### src/rtl/btm_pkg.sv
package btm_pkg;

    typedef enum logic [1:0] {
        MODE_REAL = 2'b00,
        MODE_PROT = 2'b10,
        MODE_V86  = 2'b11
    } tmode_e;

    typedef enum logic [1:0] {
        PH_IDLE = 2'd0,
        PH_SRC  = 2'd1,
        PH_TGT  = 2'd2
    } phase_e;

    typedef struct packed {
        logic [31:0] src_ip;
        logic [31:0] tgt_ip;
        logic [15:0] src_sel;
        logic [15:0] tgt_sel;
        tmode_e      mode;
        logic        op32;
    } brev_t;

    localparam int unsigned EVT_W  = $bits(brev_t);
    localparam logic [7:0]  MSG_BE = 8'hDF;

    // the reserved code 01 is never sent; it becomes real mode
    function automatic tmode_e norm_mode(input logic [1:0] m);
        case (m)
            2'b10:   return MODE_PROT;
            2'b11:   return MODE_V86;
            default: return MODE_REAL;
        endcase
    endfunction

    // address packing for one message cycle
    function automatic logic [31:0] msg_addr(input logic is_tgt,
                                             input logic [15:0] sel,
                                             input tmode_e m,
                                             input logic op32);
        logic [31:0] a;
        a        = '0;
        a[31]    = is_tgt;
        a[19:4]  = sel;
        if (is_tgt) begin
            a[30:29] = m;
            a[28]    = op32;
        end
        return a;
    endfunction

endpackage

### src/rtl/btm_fifo.sv
module btm_fifo
    import btm_pkg::*;
#(
    parameter int DEPTH = 4
) (
    input  logic        clk,
    input  logic        rst,
    input  logic        push,
    input  brev_t       din,
    input  logic        pop,
    output brev_t       dout,
    output logic        full,
    output logic        empty,
    output logic        last
);
    localparam int AW = (DEPTH > 1) ? $clog2(DEPTH) : 1;
    localparam int CW = $clog2(DEPTH + 1);
    localparam logic [AW-1:0] LAST_IDX = AW'(DEPTH - 1);
    localparam logic [CW-1:0] FULL_CNT = CW'(DEPTH);

    brev_t         mem [DEPTH];
    logic [AW-1:0] wptr, rptr;
    logic [CW-1:0] count;

    assign full  = (count == FULL_CNT);
    assign empty = (count == '0);
    assign last  = (count == CW'(1));
    assign dout  = mem[rptr];

    always_ff @(posedge clk) begin
        if (rst) begin
            wptr  <= '0;
            rptr  <= '0;
            count <= '0;
        end else begin
            if (push) begin
                mem[wptr] <= din;
                wptr      <= (wptr == LAST_IDX) ? '0 : wptr + 1'b1;
            end
            if (pop) begin
                rptr <= (rptr == LAST_IDX) ? '0 : rptr + 1'b1;
            end
            case ({push, pop})
                2'b10:   count <= count + 1'b1;
                2'b01:   count <= count - 1'b1;
                default: count <= count;
            endcase
        end
    end


    no_overflow_chk: assert property (@(posedge clk) disable iff (rst)
        full |-> !push);


    no_underflow_chk: assert property (@(posedge clk) disable iff (rst)
        empty |-> !pop);

endmodule

### src/rtl/btm_seq.sv
module btm_seq
    import btm_pkg::*;
(
    input  logic   clk,
    input  logic   rst,
    input  logic   have_evt,
    input  logic   last_evt,
    input  logic   ready,
    output phase_e phase,
    output logic   start,
    output logic   pop
);
    logic first;
    logic done;

    // ready counts only after the start cycle
    assign done  = (phase != PH_IDLE) && !first && ready;
    assign start = (phase != PH_IDLE) && first;
    assign pop   = (phase == PH_TGT) && done;

    always_ff @(posedge clk) begin
        if (rst) begin
            phase <= PH_IDLE;
            first <= 1'b0;
        end else begin
            unique case (phase)
                PH_IDLE: begin
                    if (have_evt) begin
                        phase <= PH_SRC;
                        first <= 1'b1;
                    end
                end
                PH_SRC: begin
                    if (done) begin
                        phase <= PH_TGT;
                        first <= 1'b1;
                    end else begin
                        first <= 1'b0;
                    end
                end
                PH_TGT: begin
                    if (done) begin
                        phase <= last_evt ? PH_IDLE : PH_SRC;
                        first <= !last_evt;
                    end else begin
                        first <= 1'b0;
                    end
                end
                default: begin
                    phase <= PH_IDLE;
                    first <= 1'b0;
                end
            endcase
        end
    end


    hold_until_ready_chk: assert property (@(posedge clk) disable iff (rst)
        (phase != PH_IDLE && !start && !ready) |=> $stable(phase));


    single_start_chk: assert property (@(posedge clk) disable iff (rst)
        start |=> !start);

endmodule

### src/rtl/btm_pack.sv
module btm_pack
    import btm_pkg::*;
(
    input  phase_e      phase,
    input  brev_t       ev,
    output logic [31:0] addr,
    output logic [31:0] data,
    output logic [7:0]  be
);
    always_comb begin
        addr = '0;
        data = '0;
        be   = '0;
        case (phase)
            PH_SRC: begin
                addr = msg_addr(1'b0, ev.src_sel, ev.mode, ev.op32);
                data = ev.src_ip;
                be   = MSG_BE;
            end
            PH_TGT: begin
                addr = msg_addr(1'b1, ev.tgt_sel, ev.mode, ev.op32);
                data = ev.tgt_ip;
                be   = MSG_BE;
            end
            default: ;
        endcase
    end
endmodule

### src/rtl/btm_gen.sv
module btm_gen
    import btm_pkg::*;
#(
    parameter int QDEPTH = 4
) (
    input  logic        clk,
    input  logic        rst,
    input  logic        trace_en,
    input  logic        br_valid,
    input  logic        br_taken,
    input  logic [31:0] src_ip,
    input  logic [31:0] tgt_ip,
    input  logic [15:0] src_sel,
    input  logic [15:0] tgt_sel,
    input  logic [1:0]  tgt_mode,
    input  logic        tgt_op32,
    output logic        stall,
    output logic        bus_start,
    output logic [31:0] bus_addr,
    output logic [31:0] bus_data,
    output logic [7:0]  bus_be,
    input  logic        bus_ready
);
    brev_t  in_ev, head;
    phase_e phase;
    logic   push, pop, full, empty, last;

    // only taken branches while tracing, and only with room
    assign push = br_valid && br_taken && trace_en && !full;
    assign stall = full;

    always_comb begin
        in_ev.src_ip  = src_ip;
        in_ev.tgt_ip  = tgt_ip;
        in_ev.src_sel = src_sel;
        in_ev.tgt_sel = tgt_sel;
        in_ev.mode    = norm_mode(tgt_mode);
        in_ev.op32    = tgt_op32;
    end

    btm_fifo #(.DEPTH(QDEPTH)) u_fifo (
        .clk   (clk),
        .rst   (rst),
        .push  (push),
        .din   (in_ev),
        .pop   (pop),
        .dout  (head),
        .full  (full),
        .empty (empty),
        .last  (last)
    );

    btm_seq u_seq (
        .clk      (clk),
        .rst      (rst),
        .have_evt (!empty),
        .last_evt (last),
        .ready    (bus_ready),
        .phase    (phase),
        .start    (bus_start),
        .pop      (pop)
    );

    btm_pack u_pack (
        .phase (phase),
        .ev    (head),
        .addr  (bus_addr),
        .data  (bus_data),
        .be    (bus_be)
    );


    src_before_tgt_chk: assert property (@(posedge clk) disable iff (rst)
        (bus_start && bus_addr[31]) |-> $past(phase) == PH_SRC);


    be_value_chk: assert property (@(posedge clk) disable iff (rst)
        bus_start |-> bus_be == MSG_BE);


    mode_legal_chk: assert property (@(posedge clk) disable iff (rst)
        (bus_be != 8'h00 && bus_addr[31]) |-> bus_addr[30:29] != 2'b01);


    zero_field_chk: assert property (@(posedge clk) disable iff (rst)
        bus_addr[27:20] == 8'h00 && bus_addr[3:0] == 4'h0);

endmodule

### config.mk
export PLATFORM = sky130hd
export DESIGN_NAME = btm_gen
export DESIGN_NICKNAME = d
export VERILOG_FILES = /design/src/rtl/btm_pkg.sv /design/src/rtl/btm_fifo.sv /design/src/rtl/btm_seq.sv /design/src/rtl/btm_pack.sv /design/src/rtl/btm_gen.sv
export SDC_FILE = /design/constraint.sdc
export NUM_CORES = 1
export LEC_CHECK = 0
export BUFFER_PORTS_ARGS = -buffer_cell sky130_fd_sc_hd__clkbuf_2
export CAP_MARGIN = 30
export CORE_MARGIN = 3
export CORE_UTILIZATION = 40
export CTS_CLUSTER_SIZE = 14
export DETAILED_ROUTE_END_ITERATION = 10
export PLACE_DENSITY = 0.54
export SLEW_MARGIN = 25
export SYNTH_ARGS = -nofsm -noshare
export SYNTH_HDL_FRONTEND = slang
export SYNTH_SLANG_ARGS = --single-unit
### constraint.sdc
create_clock -name clk -period 4.5 [get_ports clk]
set_clock_uncertainty 0.05 [all_clocks]
set_input_delay 0.675 -clock clk [delete_from_list [all_inputs] [get_ports clk]]
set_output_delay 0.675 -clock clk [all_outputs]
set_load 0.005 [all_outputs]
======== Word level (Yosys, flattened, before mapping) ========
Memories as Yosys holds them, arrays and structs flattened. A register that Yosys moved wholly into a read port is not among the register bits.
Cells that the tools add are included.
word-level totals
  flip-flop bits (word level) ............. 10
  input bits .............................. 105
  output and inout port bits .............. 74
  memories ................................ 1
  bits in writable memories ............... 396
  word-level logic and storage cells ...... 60
memory list
  name        words  width  read ports  clocked after memory_dff  write ports  line            text
  u_fifo.mem  4      99     1           1                         1            btm_fifo.sv:21  brev_t mem [DEPTH];
operators by class
  multiplexer cells ....................... 21
  reduce and logical (&&, ||, !) cells .... 16
  equal/unequal tests ..................... 13
  add/sub/neg operators ................... 4
operators by type and width
  kind                 number
  $pmux 32 s2          2
  $mux 2               7
  $eq 2x2->1 const B   6
  $mux 8               1
  $logic_and 1x1->1    7
  $mux 1               7
  $ne 2x2->1 const B   3
  $pmux 2 s3           1
  $pmux 3 s2           1
  $add 2x1->2 const B  2
  $eq 2x1->1 const B   2
  $pmux 2 s2           1
  $reduce_bool 2->1    2
  $add 3x1->3 const B  1
  $eq 3x1->1 const B   1
  $eq 3x3->1 const B   1
  $logic_not 1->1      3
  $logic_not 3->1      1
  $pmux 1 s3           1
  $reduce_and 3->1     1
  $sub 3x1->3 const B  1
  $logic_not 2->1      1
  $reduce_or 2->1      1

======== Logic depth before layout (Yosys ltp) ========
Gate-level depths: netlist (run 1).
  word-level depth ........................ 6
  mapped depth ............................ 9
  depth with buffers taken out ............ 8

======== Cells and area by module ========
From an unflattened synthesis (run 1), not the netlist that was laid out.
second synthesis, totals
  cells, all modules ...................... 732
  area, all modules ....................... 15924.0 um^2
by module, submodules not included
  module    area an instance (um^2)  times used  cells each  seq. area each (um^2)
  btm_fifo  14747.9                  1           570         12071.6
  btm_pack  992.2                    1           141         0.0
  btm_seq   160.2                    1           17          60.1
  btm_gen   23.8                     1           4           0.0

======== Least setup slack after synthesis (run 1) ========
Ideal clock, no wire load.
  kind .................................... register to register
  start ................................... register u_fifo.count[0]
  end ..................................... memory u_fifo.mem[0][0] in the netlist's numbering, enable pin
  setup time .............................. 0.469 ns
  cell stages (with the launch flop) ...... 7
  required time ........................... 3.981 ns
  path slack .............................. 0.408 ns
  arrival time ............................ 3.573 ns
  path through ............................ dfxtp_1 > inv_1 > ha_1 > and2_1 > nand4b_1 > nor2_1 > and2_1
on the way
  longest elaborated chain between the ends .. 6
RTL lines
  what                          line            text
  start: declaration            btm_fifo.sv:23  logic [CW-1:0] count;
  start signal: assignment      btm_fifo.sv:44  2'b10: count <= count + 1'b1;
  start signal: assignment      btm_fifo.sv:45  2'b01: count <= count - 1'b1;
  start signal: assignment      btm_fifo.sv:46  default: count <= count;
  $eq 3x3->1                    btm_fifo.sv:25  assign full = (count == FULL_CNT);
  net stall                     btm_gen.sv:17   output logic stall,
  $logic_not 1->1               btm_gen.sv:29   assign push = br_valid && br_taken && trace_en && !full;
  $logic_and 1x1->1             btm_gen.sv:29
  $mux 1                        btm_fifo.sv:36  if (push) begin
  $mux 1                        btm_fifo.sv:31  if (rst) begin
  $mux 1 (not written as such)  btm_fifo.sv:37  mem[wptr] <= din;
  end: declaration              btm_fifo.sv:21
The timed path passes the listed nets, and every way through them passes these cells.

======== Final worst setup path (run 1) ========
  start ................................... register u_seq.phase[0]
  end ..................................... output port bus_data[26]
on the way
  longest elaborated chain between the ends .. 2
RTL lines
  what                                             line            text
  start: declaration                               btm_seq.sv:9    output phase_e phase,
  start signal: assignment                         btm_seq.sv:43   phase <= last_evt ? PH_IDLE : PH_SRC;
  $eq 2x2->1 / $eq 2x1->1 (equally long branches)  btm_pack.sv:14  case (phase)
  $pmux 32 s2 (*)                                  btm_pack.sv:14
  end: declaration                                 btm_gen.sv:20   output logic [31:0] bus_data,
Every way passes the cells marked *; elsewhere a longest branch is shown, timed or not.

==> flow_summary.json, run 1 <==
{
  "status": "complete, no violations",
  "required_ns": 3.77,
  "worst_slack_ns": 0.739,
  "ctsHoldBuffers": 0,
  "syn_to_final_growth_pct": 17.2,
  "port_buffers": 165,
  "cts_max_path_buffers": 3,
  "routed_via_density": 5.22,
  "die_x_um": 204,
  "antenna_left": 0,
  "hp-class": "input port to flip-flop",
  "grt_pass1_vias": 8057,
  "ys_warn_count": 0,
  "vdd_drop_max_v": 0.000293,
  "core_area_um2": 38100,
  "rsz0062_at_grt": "false",
  "tritoncts": "done",
  "period_needed_ns": 3.76,
  "drc_errors": 0,
  "hpwlAfterDp_um": 19000,
  "hp-start": "tgt_ip[18]",
  "htreeDepth": 2,
  "setup_viol": 0,
  "final_nets": 987,
  "synth_area_leader_cell": "edfxtp_1",
  "timing.rr.start": "u_fifo.count[0]",
  "drt-initial-drc-count": 481,
  "tritoncts.num_buffers": 43,
  "synth-edff-count": 396,
  "max_cap_viol_count": 0,
  "p_per_area_nw_per_um2": 431,
  "synthTopCellsByCount": "396 x edfxtp_1, 99 x mux4_2, 48 x a22o_1",
  "ctsResizeCount": 0,
  "final_util": 0.481,
  "synthArstFlopShare": 0,
  "fin_setup_tns_ns": 0,
  "slew_headroom": 0.435,
  "ys_dominant_reg_cell": "edfxtp_1",
  "antenna_found_initial": 3,
  "crit_type": "flip-flop to output pin",
  "track_usage": 0.155,
  "drive_gt1_frac": 0.383,
  "fp-row-count": 71,
  "dp_slack_ns": 1.28,
  "cp-start-kind": "flip-flop",
  "grt_overflow": 0,
  "arrival_ns": 3.04,
  "synth_top_area_share": 0.760,
  "tightest_slew_ns": 0.848,
  "critPathCaptureType": "output pin",
  "root_buffer": "clkbuf_16",
  "synth.avg_cell_area_um2": 22.9,
  "grt_first_pass_wirelength_um": 48200,
  "routabilityCongestion": 0.738,
  "post_cts_buffers": 0,
  "wl_per_cell_um": 22.4,
  "drt_pass1_iterations": 4,
  "vias": 7362,
  "synth.top_cells.by_area": "edfxtp_1 76%, mux4_2 14%, a22o_1 2.7%",
  "p_leak_uw": 0.00605,
  "drv_slew": 0,
  "clkTransAtPathRegs_ns": 0.06,
  "diodes": 0,
  "whs_ns": 0.279,
  "wirelength_um": 31600,
  "fmax_mhz": 266,
  "critPathMaxFanout": 26,
  "ys_ff_latch": 408,
  "clock_latency_ns": 0.54,
  "ys_seq_area_frac": 0.776,
  "period_share": 0.836,
  "netlist_instances": 683,
  "start_util": 0.410,
  "grt_max_degree": 52,
  "num_io_pins": 179,
  "synth.most_common_cell": "edfxtp_1",
  "die_area_um2": 41500,
  "synth_area_um2": 15600,
  "numClockSinks": 408,
  "ys_types": 31,
  "die_h_um": 204,
  "finalHoldViolCount": 0,
  "crit_start": "u_seq.phase[0]"
}
==> report_power, final <==
group	switching, µW	total [µW]	internal (µW)	leakage, µW
registers	19.9	4220	4200	0.00367
logic	276	505	229	0.00177
clock network	1370	3170	1800	0.000617
==> state kept, by name, summed over array words and instances, names as in the netlist, named ones only <==
register / cells
u_seq.phase: 2
u_fifo.count: 3
u_seq.first: 1
u_fifo.wptr: 2
u_fifo.rptr: 2
u_fifo.mem: 396
==> layout by cell type, fill, tap and decap left out, types with 3 or more instances in the layout <==
cell         n
dfxtp_1     10
edfxtp_1   396
ha_1        15
buf_4        8
mux4_2      99
clkbuf_2   165
clkbuf_1    16
a22o_1      48
a21oi_1      4
mux2i_1      5
or3_1        3
conb_1      13
and2_4       4
clkinv_1     6
buf_12       9
nor2_1      11
inv_1        7
clkbuf_16   44
and2_1       6
clkinv_2     9
==> worst max-delay path, cell delays in order (launching register included) <==
cell and delay (ns):
dfxtp_1 0.41, inv_1 0.10, ha_1 0.41, and2_2 0.73, buf_4 0.49, a22o_1 0.23, clkbuf_2 0.12
==> per-layer routing <==
metal,vias up,GRT usage,part of all wire
met5,-,0,0.0015
met1,3881,0.207,0.43
li1,3224,-,-
met4,6,0.0489,0.023
met3,58,0.0364,0.058
met2,193,0.253,0.49
==> worst paths after layout <==
kind / endpoint / slack, ns / cells after the start
worst max-delay path: bus_data[26] / 0.74 / 6
worst min register to register: u_fifo.wptr[0] / 0.47 / 2
worst min-delay path: u_fifo.mem[2][53] / 0.28 / 1
worst max register to register: u_fifo.mem[2][58] / 1.52 / 7
==> area by class of cell <==
class	instances	area (µm²)
Fill cell	3107	19800
Sequential cell	408	12100
Multi-Input combinational cell	225	3200
Clock buffer	60	1160
Timing Repair Buffer	182	1070
Tap cell	511	639
Clock inverter	17	92.6
Inverter	7	26.3
==> through the flow <==
step | instances | cell area, µm² | power [µW]
after global placement | 1332 | 17100 | 4780
after global routing | 1410 | 18300 | 8210
after floorplan | 695 | 15700 | 4600
after detailed placement | 1333 | 17100 | 4810
after CTS | 1410 | 18300 | 8010
final | 1410 | 18300 | 7900
==> logic make-up (layout without fill, tap and decap cells) <==
family | count (synthesis) | after routing | synth area share
fa+ha+maj | 15 | 15 | 0.0120
mux | 104 | 104 | 0.146
buf+inv | 62 | 266 | 0.0232
simple gates | 34 | 34 | 0.0118
other cells | 1 | 13 | 0.000240
compound gates | 57 | 57 | 0.0303
flops | 408 | 408 | 0.776
xor+xnor | 2 | 2 | 0.00112
Note: power is estimated with default switching activity, not from simulation.
==> inputs of run 2 (changes only) <==
--- a/config.mk
+++ b/config.mk
@@ -11,7 +11,7 @@
 export CORE_UTILIZATION = 40
 export CTS_CLUSTER_SIZE = 14
 export DETAILED_ROUTE_END_ITERATION = 10
-export PLACE_DENSITY = 0.54
+export PLACE_DENSITY = 0.56
 export SLEW_MARGIN = 25
 export SYNTH_ARGS = -nofsm -noshare
 export SYNTH_HDL_FRONTEND = slang
==> constraint.sdc (replaced) <==
create_clock -name clk -period 3.28 [get_ports clk]
set_clock_uncertainty 0.05 [all_clocks]
set_input_delay 0.492 -clock clk [delete_from_list [all_inputs] [get_ports clk]]
set_output_delay 0.492 -clock clk [all_outputs]
set_load 0.005 [all_outputs]
==> run 2 against run 1 <==
Compared with the run above: final cell count is 0.43% higher; sequential power is 37% higher; utilization increased by 0.44 points; final area rose by 0.91%; sequential share of layout area decreased by 0.60 points; largest cell class unchanged; largest power group unchanged.
==> flow_summary.json, run 2 (same netlist as run 1, synthesis figures left out) <==
{
  "syn_to_final_growth_pct": 18.2,
  "place_area_um2": 17200,
  "fin_area_um2": 18500,
  "start_util": 0.410,
  "drive_gt1_frac": 0.393,
  "vias": 7292,
  "slew_headroom": 0.647,
  "clkTransAtPathRegs_ns": 0.06,
  "reg2reg_to": "u_fifo.mem[0][35]",
  "track_usage": 0.150,
  "p_leak_uw": 0.00613,
  "clock_latency_ns": 0.55,
  "numClockSinks": 408,
  "rsz0062_at_grt": "false",
  "tightest_slew_ns": 0.529,
  "layout_commonest_cell": "edfxtp_1",
  "period_share": 0.917,
  "p_per_area_nw_per_um2": 591,
  "required_ns": 2.74,
  "critPathCaptureType": "output pin",
  "cp-endpoint": "bus_data[19]",
  "wl_per_cell_um": 21.8,
  "period_needed_ns": 3.01,
  "cp-start-kind": "flip-flop",
  "max_cap_viol_count": 0,
  "num_io_pins": 179,
  "routabilityCongestion": 0.679,
  "hpwlAfterDp_um": 18700,
  "crit_buf_inv": 2,
  "drc_errors": 0,
  "timing.rr.start": "u_fifo.count[0]",
  "diodes": 0,
  "crit_path_top_delay_cell": "dfxtp_4",
  "hp-class": "input port to flip-flop",
  "layout_common_cells": "396 x edfxtp_1, 165 x clkbuf_2, 99 x mux4_2",
  "status": "complete, no violations",
  "tritoncts": "done",
  "grt_overflow": 0,
  "finalHoldViolCount": 0,
  "routed_via_density": 5.15,
  "ctsHoldBuffers": 0,
  "setup_viol": 0,
  "r2r_cells": 7,
  "final_nets": 997,
  "grt_max_degree": 57,
  "worstPathCellList": "buf_4 > mux4_2 > a22o_1 > clkbuf_2",
  "antenna_left": 0,
  "crit_type": "flip-flop to output pin",
  "path_depth": 4,
  "critPathMaxFanout": 24,
  "drv_slew": 0,
  "largest_register_ffs": 396,
  "root_buffer": "clkbuf_16",
  "wirelength_um": 30900,
  "fmax_mhz": 332,
  "r2r_setup_slack_ns": 0.66,
  "grt_first_pass_wirelength_um": 47100,
  "path_delay_family": "flip-flops",
  "fin_setup_tns_ns": 0,
  "cts_max_path_buffers": 3,
  "antenna_found_initial": 3,
  "arrival_ns": 2.47,
  "ctsResizeCount": 1,
  "reg.largest.list": "u_fifo.mem: 396 flops, u_fifo.count: 3 flops",
  "hp-start": "src_ip[18]",
  "drt_pass1_iterations": 5,
  "htreeDepth": 2,
  "drt-initial-drc-count": 346,
  "fp-row-count": 71,
  "slowest_delay_ns": 0.68,
  "tritoncts.num_buffers": 43,
  "die_x_um": 204,
  "die_h_um": 204,
  "top_register": "u_fifo.mem",
  "post_cts_buffers": 0,
  "die_area_um2": 41500,
  "whs_path_depth": 1,
  "grt_pass1_vias": 7836,
  "vdd_drop_max_v": 0.000417,
  "core_area_um2": 38100,
  "port_buffers": 165
}
## run 2: worst reg2reg max path, delay by kind of cell, from the launching register on
| family | cells | cell delay, ns |
|---|---|---|
| flops | 1 | 0.40 |
| simple gates | 4 | 1.24 |
| fa+ha+maj | 1 | 0.21 |
| buf+inv | 2 | 0.43 |
## run 2: per-layer routing
layer | track usage | wire, µm | part of all wire
met5 | 0 | 44 | 0.0014
met1 | 0.202 | 13300 | 0.43
met4 | 0.0477 | 622 | 0.020
met2 | 0.245 | 15000 | 0.48
met3 | 0.0369 | 1890 | 0.061
## run 2: how the worst min path moves through the flow
stage	end	slack, ns
floorplan	u_fifo.count[2]	0.42
global placement	u_fifo.count[2]	0.45
detailed placement	u_fifo.count[2]	0.44
CTS	u_fifo.mem[1][31]	0.05
global route	u_fifo.mem[0][16]	0.07
finish	u_fifo.mem[2][85]	0.09
## run 2: final cells by class
class                           count  area [µm²]
Clock buffer                       52        1130
Clock inverter                     21         138
Fill cell                        3138       19600
Inverter                            7        26.3
Multi-Input combinational cell    225        3210
Sequential cell                   408       12100
Tap cell                          511         639
Timing Repair Buffer              192        1220
## run 2: per-stage QoR
step / worst slack [ns] / std cells / power, µW / hold slack, ns / utilization
finish: 0.272 / 1416 / 10900 / 0.0937 / 0.485
global route: 0.0898 / 1416 / 11400 / 0.0698 / 0.485
detailed placement: 0.608 / 1343 / 6630 / 0.444 / 0.452
CTS: 0.137 / 1416 / 11100 / 0.0523 / 0.485
floorplan: 0.288 / 695 / 6320 / 0.419 / -
global placement: 0.636 / 1343 / 6620 / 0.445 / 0.452
## run 2: power breakdown
| group | internal (µW) | leakage [µW] | total (µW) | switching (µW) |
|---|---|---|---|---|
| clock network | 2520 | 0.000625 | 4430 | 1910 |
| logic | 331 | 0.00184 | 716 | 386 |
| registers | 5760 | 0.00367 | 5790 | 25.6 |
| total | 8610 | 0.00613 | 10900 | 2320 |
==> inputs of run 3 (changes only) <==
--- a/config.mk
+++ b/config.mk
@@ -11,6 +11,7 @@
 export CORE_UTILIZATION = 40
 export CTS_CLUSTER_SIZE = 14
 export DETAILED_ROUTE_END_ITERATION = 10
+export GPL_TIMING_DRIVEN = 0
 export PLACE_DENSITY = 0.56
 export SLEW_MARGIN = 25
 export SYNTH_ARGS = -nofsm -noshare
==> constraint.sdc (replaced) <==
create_clock -name clk -period 3.28 [get_ports clk]
set_clock_uncertainty 0.05 [all_clocks]
set_input_delay 0.164 -clock clk [delete_from_list [all_inputs] [get_ports clk]]
set_output_delay 0.164 -clock clk [all_outputs]
set_load 0.005 [all_outputs]
==> run 3 against run 2 <==
Compared with the run above: power increased by 1.1%; critical path depth increased by 3; utilization increased by 3.0 points; flip-flop and latch count unchanged; worst setup slack got worse by 0.049 ns; global-route usage increased by 1.3 points; critical endpoint is now bus_data[23].
==> flow_summary.json, run 3 (same netlist as run 1, synthesis figures left out) <==
{
  "fp-row-count": 71,
  "top_usage_layer": "met2",
  "timing.rr.start": "u_fifo.count[0]",
  "routabilityCongestion": 0.668,
  "die_x_um": 204,
  "drc_errors": 0,
  "grt_use_met3": 0.0407,
  "required_ns": 3.07,
  "finalHoldViolCount": 0,
  "cts_max_path_buffers": 3,
  "vdd_drop_max_v": 0.000475,
  "htreeDepth": 2,
  "p_leak_uw": 0.00668,
  "top_register": "u_fifo.mem",
  "num_io_pins": 179,
  "antenna_left": 0,
  "rsz0062_at_grt": "false",
  "layout_common_cells": "396 x edfxtp_1, 173 x clkbuf_2, 102 x dlygate4sd3_1",
  "wl_per_cell_um": 21.2,
  "critPathMaxFanout": 10,
  "syn_to_final_growth_pct": 25.6,
  "drive_gt1_frac": 0.354,
  "antenna_found_initial": 3,
  "drv_slew": 0,
  "grt_max_degree": 43,
  "tritoncts": "done",
  "grt_first_pass_wirelength_um": 51200,
  "crit_type": "flip-flop to output pin",
  "clock_latency_ns": 0.54,
  "use_met1": 0.222,
  "reg2reg_to": "u_fifo.mem[1][84]",
  "period_needed_ns": 3.06,
  "hp-class": "input port to flip-flop",
  "fin_setup_tns_ns": 0,
  "core_area_um2": 38100,
  "die_h_um": 204,
  "largest_register_ffs": 396,
  "fmax_mhz": 327,
  "r2r_setup_slack_ns": 0.50,
  "final_nets": 1134,
  "routed_via_density": 4.98,
  "clkTransAtPathRegs_ns": 0.06,
  "p_per_area_nw_per_um2": 562,
  "grt_pass1_vias": 8405,
  "slew_headroom": 0.494,
  "root_buffer": "clkbuf_16",
  "whs_endpoint": "u_fifo.wptr[1]",
  "hp-start": "trace_en",
  "track_usage": 0.163,
  "cp-start-kind": "flip-flop",
  "numClockSinks": 408,
  "period_share": 0.932,
  "fin_area_um2": 19700,
  "max_cap_viol_count": 0,
  "vias": 7767,
  "r2r_cells": 7,
  "reg.largest.list": "u_fifo.mem: 396 flops, u_fifo.count: 3 flops",
  "setup_viol": 0,
  "port_buffers": 165,
  "wirelength_um": 33100,
  "drt_pass1_iterations": 5,
  "tightest_slew_ns": 0.759,
  "arrival_ns": 2.84,
  "drt-initial-drc-count": 438,
  "start_util": 0.410,
  "whs_path_depth": 4,
  "use_met2": 0.269,
  "critPathCaptureType": "output pin",
  "grt_overflow": 0,
  "place_area_um2": 17400,
  "die_area_um2": 41500,
  "tritoncts.num_buffers": 43,
  "layout_commonest_cell": "edfxtp_1",
  "hpwlAfterDp_um": 20200,
  "status": "complete, no violations"
}
[run 3: changes by cell type in the layout (fill, tap and decap cells not counted), sizes merged]
cell and change:
buf +15, bufinv -1, clkbuf +19, clkinv +7, diode +3, dlygate4sd3 +102
[run 3: worst max-delay path by stage]
stage                   endpoint             from
4_1_cts             bus_data[23]   u_seq.phase[0]
2_1_floorplan   u_fifo.mem[0][0]  u_fifo.count[0]
6_report            bus_data[23]   u_seq.phase[0]
3_3_place_gp   u_fifo.mem[1][84]  u_fifo.count[0]
5_1_grt             bus_data[23]   u_seq.phase[0]
3_5_place_dp        bus_data[23]   u_seq.phase[0]
[run 3: where the power goes]
group | switching (µW) | internal, µW | total [µW]
registers | 21.8 | 5760 | 5780
logic | 435 | 464 | 899
clock network | 1920 | 2450 | 4370
[run 3: layer usage]
metal	routed length, µm	part of all wire	up-vias
met5	0	0	-
li1	-	-	3532
met2	16300	0.49	196
met4	578	0.017	0
met3	2000	0.060	46
met1	14200	0.43	3993
[run 3: timing repair]
action,4_1_cts,5_1_grt
resized for setup,8,0
hold endpoints to repair,397,0
buffers inserted,0,0
setup endpoints to repair,50,33
hold buffers,102,0
[run 3: stage by stage]
step                worst slack [ns]  power [µW]   util  instances  hold WS [ns]
CTS                          0.00682       11200  0.516       1559        0.0202
finish                         0.224       11100  0.516       1561        0.0489
global placement              -0.977        6680  0.450       1371         0.331
detailed placement             0.237        6690  0.455       1379         0.336
floorplan                      0.288        6320      -        695         0.213
global route                  0.0172       11500  0.516       1561        0.0882
[run 3: layout make-up]
cell class / instances / area [µm²]
Timing Repair Buffer: 275 / 2040
Multi-Input combinational cell: 225 / 3200
Tap cell: 511 / 639
Sequential cell: 408 / 12100
Inverter: 7 / 26.3
Buffer: 54 / 343
Clock inverter: 27 / 131
Antenna cell: 3 / 7.51
Fill cell: 3049 / 18500
Clock buffer: 51 / 1130
[run 3: critical path, stage by stage (launching register included)]
cell,delay (ns)
dfxtp_1,0.41
inv_1,0.09
ha_1,0.47
and2_1,0.29
clkbuf_2,0.34
clkbuf_2,0.36
a22o_1,0.21
clkbuf_2,0.12
